[src/rtl/ilo_pkg.sv]
// Shared types for the pointer-offset byte instruction executor.
// Assumes an 8-bit data path and a four-phase instruction sequence.
package ilo_pkg;

    typedef enum logic [2:0] {
        PH_IDLE,
        PH_DECODE,
        PH_READ,
        PH_PROC,
        PH_WRITE
    } phase_t;

    typedef enum logic [1:0] {
        OP_ADD,
        OP_BSET,
        OP_FILL,
        OP_NONE
    } op_t;

    typedef struct packed {
        logic n;
        logic ov;
        logic z;
        logic dc;
        logic c;
    } flags_t;

endpackage

[src/rtl/ilo_decode.sv]
// Instruction decoder: classifies a 16-bit word into add, bit-set, fill or
// none, extracts the offset, bit index and destination, and flags words
// whose offset exceeds K_MAX. Purely combinational.
module ilo_decode
    import ilo_pkg::*;
#(
    parameter int K_MAX = 95
) (
    input  logic [15:0] word,
    output op_t         op,
    output logic        dest_mem,
    output logic [2:0]  bit_sel,
    output logic [7:0]  offset,
    output logic        bad
);
    localparam logic [7:0] KLIM = 8'(K_MAX);

    // Match the three encodings and pick the destination.
    always_comb begin
        op       = OP_NONE;
        dest_mem = 1'b1;
        if (word[15:10] == 6'b001001 && !word[8]) begin
            op       = OP_ADD;
            dest_mem = word[9];
        end else if (word[15:12] == 4'b1000 && !word[8]) begin
            op = OP_BSET;
        end else if (word[15:8] == 8'h68) begin
            op = OP_FILL;
        end
    end

    assign bit_sel = word[11:9];
    assign offset  = word[7:0];
    assign bad     = (op == OP_NONE) || (offset > KLIM);

endmodule

[src/rtl/ilo_alu.sv]
// Operand processor: forms the add result with its five flags, the
// single-bit set and the all-ones fill. Assumes DATA_W is even.
module ilo_alu
    import ilo_pkg::*;
#(
    parameter int DATA_W = 8
) (
    input  op_t               op,
    input  logic [DATA_W-1:0] w,
    input  logic [DATA_W-1:0] m,
    input  logic [2:0]        bit_sel,
    output logic [DATA_W-1:0] result,
    output flags_t            flags
);
    localparam int HALF = DATA_W / 2;

    logic [DATA_W:0] sum;
    logic [HALF:0]   nib;

    // Full and lower-half sums for carry and digit carry.
    always_comb begin
        sum = {1'b0, w} + {1'b0, m};
        nib = {1'b0, w[HALF-1:0]} + {1'b0, m[HALF-1:0]};
    end

    // Result select per operation.
    always_comb begin
        case (op)
            OP_ADD:  result = sum[DATA_W-1:0];
            OP_BSET: result = m | (DATA_W'(1) << bit_sel);
            OP_FILL: result = '1;
            default: result = m;
        endcase
    end

    // Add flags; meaningful only for OP_ADD.
    always_comb begin
        flags.c  = sum[DATA_W];
        flags.dc = nib[HALF];
        flags.n  = sum[DATA_W-1];
        flags.z  = (sum[DATA_W-1:0] == '0);
        flags.ov = (w[DATA_W-1] == m[DATA_W-1]) &&
                   (sum[DATA_W-1] != w[DATA_W-1]);
    end

endmodule

[src/rtl/ilo_seq.sv]
// Phase sequencer: idle, decode, read, process, write. An illegal word
// returns to idle straight from decode. Synchronous active-low reset.
module ilo_seq
    import ilo_pkg::*;
(
    input  logic   clk,
    input  logic   rst_n,
    input  logic   start,
    input  logic   bad,
    output phase_t phase
);
    phase_t nxt;

    // Next-phase selection.
    always_comb begin
        case (phase)
            PH_IDLE:   nxt = start ? PH_DECODE : PH_IDLE;
            PH_DECODE: nxt = bad ? PH_IDLE : PH_READ;
            PH_READ:   nxt = PH_PROC;
            PH_PROC:   nxt = PH_WRITE;
            default:   nxt = PH_IDLE;
        endcase
    end

    // Phase register.
    always_ff @(posedge clk) begin
        if (!rst_n) phase <= PH_IDLE;
        else        phase <= nxt;
    end

    a_r8_read_then_proc: assert property (@(posedge clk) disable iff (!rst_n)
        phase == PH_READ |=> phase == PH_PROC);
    a_r8_proc_then_write: assert property (@(posedge clk) disable iff (!rst_n)
        phase == PH_PROC |=> phase == PH_WRITE);

endmodule

[src/rtl/ilo_exec.sv]
// Top of the pointer-offset byte instruction executor. Accepts one word
// when idle, forms address = pointer + offset (mod 2^ADDR_W), reads the
// byte, processes it and writes W or memory. Assumes the memory returns
// read data one cycle after mem_rd_en.
module ilo_exec
    import ilo_pkg::*;
#(
    parameter int ADDR_W = 12,
    parameter int DATA_W = 8,
    parameter int K_MAX  = 95
) (
    input  logic              clk,
    input  logic              rst_n,
    input  logic              instr_valid,
    input  logic [15:0]       instr,
    output logic              busy,
    output logic              illegal,
    input  logic              ptr_ld,
    input  logic [ADDR_W-1:0] ptr_val,
    input  logic              w_ld,
    input  logic [DATA_W-1:0] w_val,
    output logic [DATA_W-1:0] w_out,
    output logic [4:0]        flags_out,
    output logic [ADDR_W-1:0] mem_addr,
    output logic              mem_rd_en,
    input  logic [DATA_W-1:0] mem_rdata,
    output logic              mem_wr_en,
    output logic [DATA_W-1:0] mem_wdata
);
    localparam int OFF_W = 8;

    phase_t            phase;
    logic              start;
    logic [15:0]       instr_q;
    op_t               dec_op, op_q;
    logic              dec_dest_mem, dest_mem_q;
    logic [2:0]        dec_bit, bit_q;
    logic [OFF_W-1:0]  dec_off;
    logic              dec_bad;
    logic [ADDR_W-1:0] ptr_q, ea_q;
    logic [DATA_W-1:0] w_q, result_q, alu_res;
    flags_t            flags_q, flags_new_q, alu_flags;
    logic              illegal_q;

    assign busy  = (phase != PH_IDLE);
    assign start = instr_valid && !busy;

    ilo_decode #(.K_MAX(K_MAX)) u_dec (
        .word     (instr_q),
        .op       (dec_op),
        .dest_mem (dec_dest_mem),
        .bit_sel  (dec_bit),
        .offset   (dec_off),
        .bad      (dec_bad)
    );

    ilo_alu #(.DATA_W(DATA_W)) u_alu (
        .op      (op_q),
        .w       (w_q),
        .m       (mem_rdata),
        .bit_sel (bit_q),
        .result  (alu_res),
        .flags   (alu_flags)
    );

    ilo_seq u_seq (
        .clk   (clk),
        .rst_n (rst_n),
        .start (start),
        .bad   (dec_bad),
        .phase (phase)
    );

    // Capture the accepted word and track the illegal indication.
    always_ff @(posedge clk) begin
        if (!rst_n) begin
            instr_q   <= '0;
            illegal_q <= 1'b0;
        end else if (start) begin
            instr_q   <= instr;
            illegal_q <= 1'b0;
        end else if (phase == PH_DECODE) begin
            illegal_q <= dec_bad;
        end
    end

    // Latch decoded fields and the effective address in the decode phase.
    always_ff @(posedge clk) begin
        if (!rst_n) begin
            op_q       <= OP_NONE;
            dest_mem_q <= 1'b0;
            bit_q      <= '0;
            ea_q       <= '0;
        end else if (phase == PH_DECODE) begin
            op_q       <= dec_op;
            dest_mem_q <= dec_dest_mem;
            bit_q      <= dec_bit;
            ea_q       <= ptr_q + {{(ADDR_W-OFF_W){1'b0}}, dec_off};
        end
    end

    // Register the processed byte and the candidate flags.
    always_ff @(posedge clk) begin
        if (!rst_n) begin
            result_q    <= '0;
            flags_new_q <= '0;
        end else if (phase == PH_PROC) begin
            result_q    <= alu_res;
            flags_new_q <= alu_flags;
        end
    end

    // Working register: write phase or idle load.
    always_ff @(posedge clk) begin
        if (!rst_n)                                  w_q <= '0;
        else if (phase == PH_WRITE && !dest_mem_q)  w_q <= result_q;
        else if (!busy && w_ld)                      w_q <= w_val;
    end

    // Flags: only the add updates them, in its write phase.
    always_ff @(posedge clk) begin
        if (!rst_n)                                  flags_q <= '0;
        else if (phase == PH_WRITE && op_q == OP_ADD) flags_q <= flags_new_q;
    end

    // Base pointer: loaded only while idle.
    always_ff @(posedge clk) begin
        if (!rst_n)              ptr_q <= '0;
        else if (!busy && ptr_ld) ptr_q <= ptr_val;
    end

    assign mem_addr  = ea_q;
    assign mem_rd_en = (phase == PH_READ);
    assign mem_wr_en = (phase == PH_WRITE) && dest_mem_q;
    assign mem_wdata = result_q;
    assign w_out     = w_q;
    assign flags_out = flags_q;
    assign illegal   = illegal_q;

    a_r8_rd_wr_exclusive: assert property (@(posedge clk) disable iff (!rst_n)
        !(mem_rd_en && mem_wr_en));
    a_r8_accept_sets_busy: assert property (@(posedge clk) disable iff (!rst_n)
        (instr_valid && !busy) |=> busy);
    a_r8_write_is_last: assert property (@(posedge clk) disable iff (!rst_n)
        mem_wr_en |=> !busy);
    a_r7_no_write_when_illegal: assert property (@(posedge clk) disable iff (!rst_n)
        illegal |-> !mem_wr_en);
    a_r10_ptr_frozen_busy: assert property (@(posedge clk) disable iff (!rst_n)
        busy |=> $stable(ptr_q));
    a_r1_w_frozen_before_write: assert property (@(posedge clk) disable iff (!rst_n)
        (busy && phase != PH_WRITE) |=> $stable(w_q));
    a_r4_flags_kept_nonadd: assert property (@(posedge clk) disable iff (!rst_n)
        (phase == PH_WRITE && op_q != OP_ADD) |=> $stable(flags_q));

endmodule

[config.mk]
export PLATFORM = sky130hd
export DESIGN_NAME = ilo_exec
export DESIGN_NICKNAME = d
export VERILOG_FILES = /design/src/rtl/ilo_pkg.sv /design/src/rtl/ilo_decode.sv /design/src/rtl/ilo_alu.sv /design/src/rtl/ilo_seq.sv /design/src/rtl/ilo_exec.sv
export SDC_FILE = /design/constraint.sdc
export NUM_CORES = 1
export LEC_CHECK = 0
export CAP_MARGIN = 5
export CORE_MARGIN = 2
export CORE_UTILIZATION = 46
export DETAILED_ROUTE_END_ITERATION = 12
export GPL_TIMING_DRIVEN = 0
export HOLD_SLACK_MARGIN = 0.12
export PLACE_DENSITY = 0.84
export SLEW_MARGIN = 0
export SYNTH_ARGS = -nofsm -noshare
export SYNTH_HDL_FRONTEND = slang
export SYNTH_SLANG_ARGS = --single-unit
[constraint.sdc]
create_clock -name clk -period 1.9 [get_ports clk]
set_input_delay 0.19 -clock clk [delete_from_list [all_inputs] [get_ports clk]]
set_output_delay 0.19 -clock clk [all_outputs]
set_load 0.02 [all_outputs]
==> results.yml, run 1 <==
floorplan:
  coreArea_mm2: 0.00818
  die_height_um: 95.7
  pin_count: 86
  dieWidth_um: 95.7
  die-area_mm2: 0.00915
  initial_utilization: 0.473
  row_count: 33
timing:
  finalClockSkew_ns: 0.0103
  worst_slack_ns: -0.00246
  max_slew_margin: 0.614
  period_needed_ns: 1.90
  hold_violations: 0
  tns_ns: -0.00246
  fmax_mhz: 526
  rsz0062_at_grt: "yes"
  hold_ws_ns: 0.267
  slew_violations: 0
  tightest_slew_ns: 0.578
  period_share: 1.00
  setup_viol: 1
global_route:
  antenna_found_initial: 0
  grt_use_total: 0.226
  grt_pass1_wl_um: 15900
  grt_max_degree: 13
  grt_overflow: 0
  grt_pass1_vias: 3412
route:
  drtIter0Drc: 131
  first_pass_iters: 8
  vias: 3562
  ant_nets: 0
  vias_per_cell: 5.39
  wirelength_um: 10200
  drcViolationCount: 0
  wire_per_inst_um: 15.4
final_layout:
  syn_to_final_growth_pct: 35.3
  drive_above_1_share: 0.115
  final_util: 0.639
  final_nets: 618
  fin_cells: 661
  n_antenna_cell: 0
setup_path:
  worstSetupEndpointType: "register"
  crit_required_ns: 2.15
  arrival_ns: 2.15
  critPathLaunchType: "register"
  cp_max_fo: 3
  path_class: "reg -> reg"
placement:
  dpl.cell_count: 639
  portBuffers: 85
  place.gp.congestion: 0.891
  hpwl_um: 7520
synth:
  netlist_area_mm2: 0.00386
  synthCells: 449
  ys_types: 60
  synth_seq_area_share: 0.394
  yosys_warnings: 0
  synthArstFlopShare: 0
  ys_seq_elements: 76
  syn_nets: 516
  ys.flop_type: "dfxtp_1"
  synth_edf_count: 0
  syn_avg_cell_area_um2: 8.61
clock_network:
  cts_tree: "done"
  htree_levels: 3
  clk_pin_slew_ns: 0.08
  clock_latency_ns: 0.37
  cts.sinks: 76
  clockBufferDepth: 2
  cts_buffers: 9
  cts-root-buf: "clkbuf_8"
  ctsHoldBuffers: 0
power_and_ir_drop:
  p_per_area_mw_per_mm2: 715
  peakVddDrop_v: 0.000356
  p_leak_nw: 2.15
  total_power_w: 0.00374
run:
  max_cap_violations: 0
run_status:
  failed_checks: "negative setup slack"
  status: "finished with violations"
min_path:
  min_path_type: "in -> reg"
==> cell usage in the layout, fill, tap and decap left out, types with 4 or more instances in the layout <==
cell and count:
nand2_1 100, clkdlybuf4s50_1 82, dfxtp_1 71, a21boi_0 25
o21ai_0 17, nor2_1 16, clkbuf_1 15, ha_1 13
a21boi_1 12, mux2i_1 12, clkbuf_8 11, inv_1 10
a21oi_1 9, o211a_1 9, nor2b_1 9, and2_1 8
buf_2 7, xor2_1 7, o211ai_1 7, nand3_1 7
buf_4 7, a31oi_1 6, nor3_1 5, nand4_1 5
nand2b_1 4, a21o_1 4, xnor2_1 4, dfxtp_2 4
==> worst max-delay path, cell delays in order, from the launching register on <==
cell	delay, ns
dfxtp_1	0.34
ha_4	0.17
fa_2	0.36
a21o_1	0.17
a21oi_2	0.17
nor2b_2	0.08
o21ai_2	0.18
xor2_1	0.22
a21oi_1	0.09
==> cell usage after synthesis, drive strengths merged, types with 3 or more instances <==
cell      n  share of area
a211oi    3         0.0091
a21boi   37          0.072
a21o      4         0.0078
a21oi    14          0.020
a31oi     7          0.015
and2      9          0.015
buf      10          0.017
clkbuf   13          0.013
dfxtp    76           0.39
ha       16          0.052
inv      11          0.011
mux2i    12          0.031
nand2   100          0.097
nand2b    5         0.0081
nand3     7         0.0091
nand3b    3         0.0058
nand4     5         0.0081
nor2     17          0.017
nor2b    10          0.016
nor3      7          0.012
nor3b     3         0.0084
o211a     9          0.023
o211ai    7          0.014
o21ai    23          0.031
xnor2     6          0.014
xor2      7          0.016
==> stage by stage <==
stage	setup slack (ns)	cell area, µm²
final	-0.00246	5230
after global placement	-0.499	4860
after detailed placement	-0.524	4860
after floorplan	0.00344	3880
after CTS	0.0140	5120
after global routing	-0.0902	5230
==> flip-flops by register name, indices dropped and copies added (netlist names) <==
name / flops
instr_q: 16
mem_addr: 12
ptr_q: 12
mem_wdata: 8
w_out: 8
flags_new_q: 5
flags_out: 5
bit_q: 3
u_seq.phase: 3
op_q: 2
dest_mem_q: 1
illegal: 1
==> cell families (layout without fill, tap and decap cells) <==
family | Yosys count | in the layout | share of synthesized area
compound gates | 118 | 118 | 0.224
simple gates | 178 | 178 | 0.220
flops | 76 | 76 | 0.394
mux | 12 | 12 | 0.0311
xor+xnor | 13 | 13 | 0.0295
buf+inv | 34 | 141 | 0.0401
fa+ha+maj | 18 | 18 | 0.0622
==> power by group <==
group | total [W] | switching [W] | internal [W]
combinational | 0.000707 | 0.000355 | 0.000352
clock | 0.00130 | 0.000621 | 0.000683
sequential | 0.00173 | 0.0000637 | 0.00166
==> area by class of cell <==
class                      count  area, µm²
fill                         689       2950
sequential                    76       1530
tap                          105        131
inverter                      11       41.3
clock buffer                  13        159
multi-input combinational    339       2310
clock inverter                 3       43.8
buffer                        23        114
timing repair buffer          91        896
==> final timing paths <==
check / start / end / slack (ns) / cells after the start
max reg2reg: ptr_q[0] / mem_addr[8] / -0.002 / 8
min: mem_rdata[0] / mem_wdata[0] / 0.27 / 3
min reg2reg: ptr_q[7] / ptr_q[7] / 0.47 / 2
max: ptr_q[0] / mem_addr[8] / -0.002 / 8
==> metal layers <==
metal	vias up	track usage	routed length (µm)
met3	12	0.0506	715
li1	1774	-	-
met4	0	0.0583	106
met5	-	0	0
met1	1646	0.278	4460
met2	130	0.396	4870
==> timing repair <==
item,4_1_cts,5_1_grt
gates resized for setup,15,19
setup buffers,2,4
endpoints found under the setup margin,9,7
pin swaps,5,13
hold endpoints to repair,0,0
Power figures use the tool's default switching activity.
==> run 2, diff against run 1 <==
--- a/config.mk
+++ b/config.mk
@@ -7,11 +7,12 @@
 export LEC_CHECK = 0
 export CAP_MARGIN = 5
 export CORE_MARGIN = 2
-export CORE_UTILIZATION = 46
+export CORE_UTILIZATION = 50
 export DETAILED_ROUTE_END_ITERATION = 12
+export DONT_BUFFER_PORTS = 1
 export GPL_TIMING_DRIVEN = 0
 export HOLD_SLACK_MARGIN = 0.12
-export PLACE_DENSITY = 0.84
+export PLACE_DENSITY = 0.75
 export SLEW_MARGIN = 0
 export SYNTH_ARGS = -nofsm -noshare
 export SYNTH_HDL_FRONTEND = slang
==> results.yml, run 2 (synthesis gave the netlist of run 1 again) <==
final_layout:
  largest_register: "instr_q"
  final_common_cell: "nand2_1"
  fin_area_mm2: 0.00482
  syn_to_final_growth_pct: 24.8
  layout_common_cells: "nand2_1, dfxtp_1, dlygate4sd3_1"
  final_nets: 574
  largest_reg_flops: 16
  n_antenna_cell: 0
  fill_cells: 647
  final_util: 0.634
  drive_above_1_share: 0.147
route:
  vias_per_cell: 5.54
  wirelength_um: 10000
  vias: 3393
  drcViolationCount: 0
  ant_nets: 0
  first_pass_iters: 6
  wire_per_inst_um: 16.4
  drtIter0Drc: 108
floorplan:
  pin_count: 86
  die_height_um: 91.9
  die-area_mm2: 0.00845
  row_count: 32
  initial_utilization: 0.508
  dieWidth_um: 91.9
  coreArea_mm2: 0.00761
run_status:
  status: "finished clean"
power_and_ir_drop:
  power_frac_seq: 0.491
  p_leak_nw: 1.99
  clock_power_share: 0.342
  power.share.combinational: 0.166
  peakVddDrop_v: 0.000514
  p_per_area_mw_per_mm2: 744
  internal_power_w: 0.00259
  switching_share: 0.279
  p_sw_w: 0.00100
placement:
  portBuffers: 0
  place_area_mm2: 0.00401
  hpwl_um: 7130
  place.gp.congestion: 0.874
run:
  max_cap_violations: 0
clock_network:
  cts-root-buf: "clkbuf_8"
  cts.sinks: 76
  cts_buffers: 9
  cts_tree: "done"
  clk_pin_slew_ns: 0.08
  clock_latency_ns: 0.35
  clockBufferDepth: 2
  htree_levels: 3
setup_path:
  arrival_ns: 2.17
  cp_max_fo: 3
  path_class: "reg -> reg"
  critPathLaunchType: "register"
  r2r_setup_slack_ns: 0.02
  crit_required_ns: 2.19
  worstSetupEndpointType: "register"
timing:
  period_share: 0.989
  fmax_mhz: 532
  setup_viol: 0
  rsz0062_at_grt: "yes"
  hold_violations: 0
  tightest_slew_ns: 0.606
  slew_violations: 0
  finalClockSkew_ns: 0.0100
  period_needed_ns: 1.88
  hold_ws_ns: 0.129
  max_slew_margin: 0.596
global_route:
  grt_pass1_wl_um: 16100
  grt_use_total: 0.240
  grt_overflow: 0
  grt_pass1_vias: 3414
  grt_max_degree: 13
  antenna_found_initial: 0
min_path:
  min_path_type: "in -> reg"
[run 2: cell count changes in the layout (fill, tap and decap cells not counted), sizes merged]
| cell | delta |
|---|---|
| buf | -1 |
| clkbuf | -2 |
| clkdlybuf4s50 | -82 |
| clkinv | +1 |
| dlygate4sd2 | -2 |
| dlygate4sd3 | +42 |
| dlymetal6s2s | -1 |
[run 2: per-stage QoR]
step           TNS (ns)  std cells  setup slack, ns  power, W
6_report              0        613           0.0210   0.00359
5_1_grt          -0.178        613          -0.0903   0.00374
4_1_cts         -0.0323        610          -0.0208   0.00355
3_5_place_dp      -1.15        551           -0.218   0.00226
3_3_place_gp     -0.760        551           -0.182   0.00225
2_1_floorplan         0        449          0.00344   0.00215
[run 2: cell type report]
type,instances,area (µm²),area share
multi-input combinational,339,2350,0.488
timing repair buffer,47,458,0.0949
inverter,11,41.3,0.00856
clock buffer,11,141,0.0293
clock inverter,4,48.8,0.0101
tap,102,128,0.0265
buffer,23,114,0.0236
sequential,76,1540,0.319
[run 2: power groups by stage]
stage / sequential [W] / combinational, W / clock, W
detailed placement: 0.00180 / 0.000460 / 0
floorplan: 0.00178 / 0.000370 / 0
global route: 0.00177 / 0.000659 / 0.00131
finish: 0.00176 / 0.000596 / 0.00123
CTS: 0.00176 / 0.000548 / 0.00124
global placement: 0.00179 / 0.000450 / 0
[run 2: per-layer routing]
metal	vias to the layer above	share of wire	routed length [µm]	global-route usage
li1	1693	-	-	-
met1	1576	0.43	4360	0.280
met2	104	0.49	4900	0.411
met3	20	0.052	527	0.0567
met4	0	0.025	250	0.119
met5	-	0	0	0
[run 2: final timing paths]
kind | from | end | cells after the start
setup / recovery | w_out[0] | mem_wdata[4] | 9
hold / removal | mem_rdata[7] | mem_wdata[7] | 4
setup reg to reg | w_out[0] | mem_wdata[4] | 9
hold reg to reg | ptr_q[2] | ptr_q[2] | 2
[run 2: critical path, stage by stage, from the launching register on]
cell and delay, ns:
dfxtp_4 0.41, ha_4 0.15, inv_2 0.03, fa_2 0.35, nand2b_4 0.18, a21oi_4 0.16
xnor2_2 0.09, a221oi_2 0.28, a21oi_1 0.07, nor2b_1 0.11
[run 2: what timing repair did]
item	in CTS	in global routing
resized for setup	13	31
hold endpoints to repair	40	0
pin swaps	8	13
hold buffers	42	0
buffers inserted	2	3
endpoints found under the setup margin	11	13
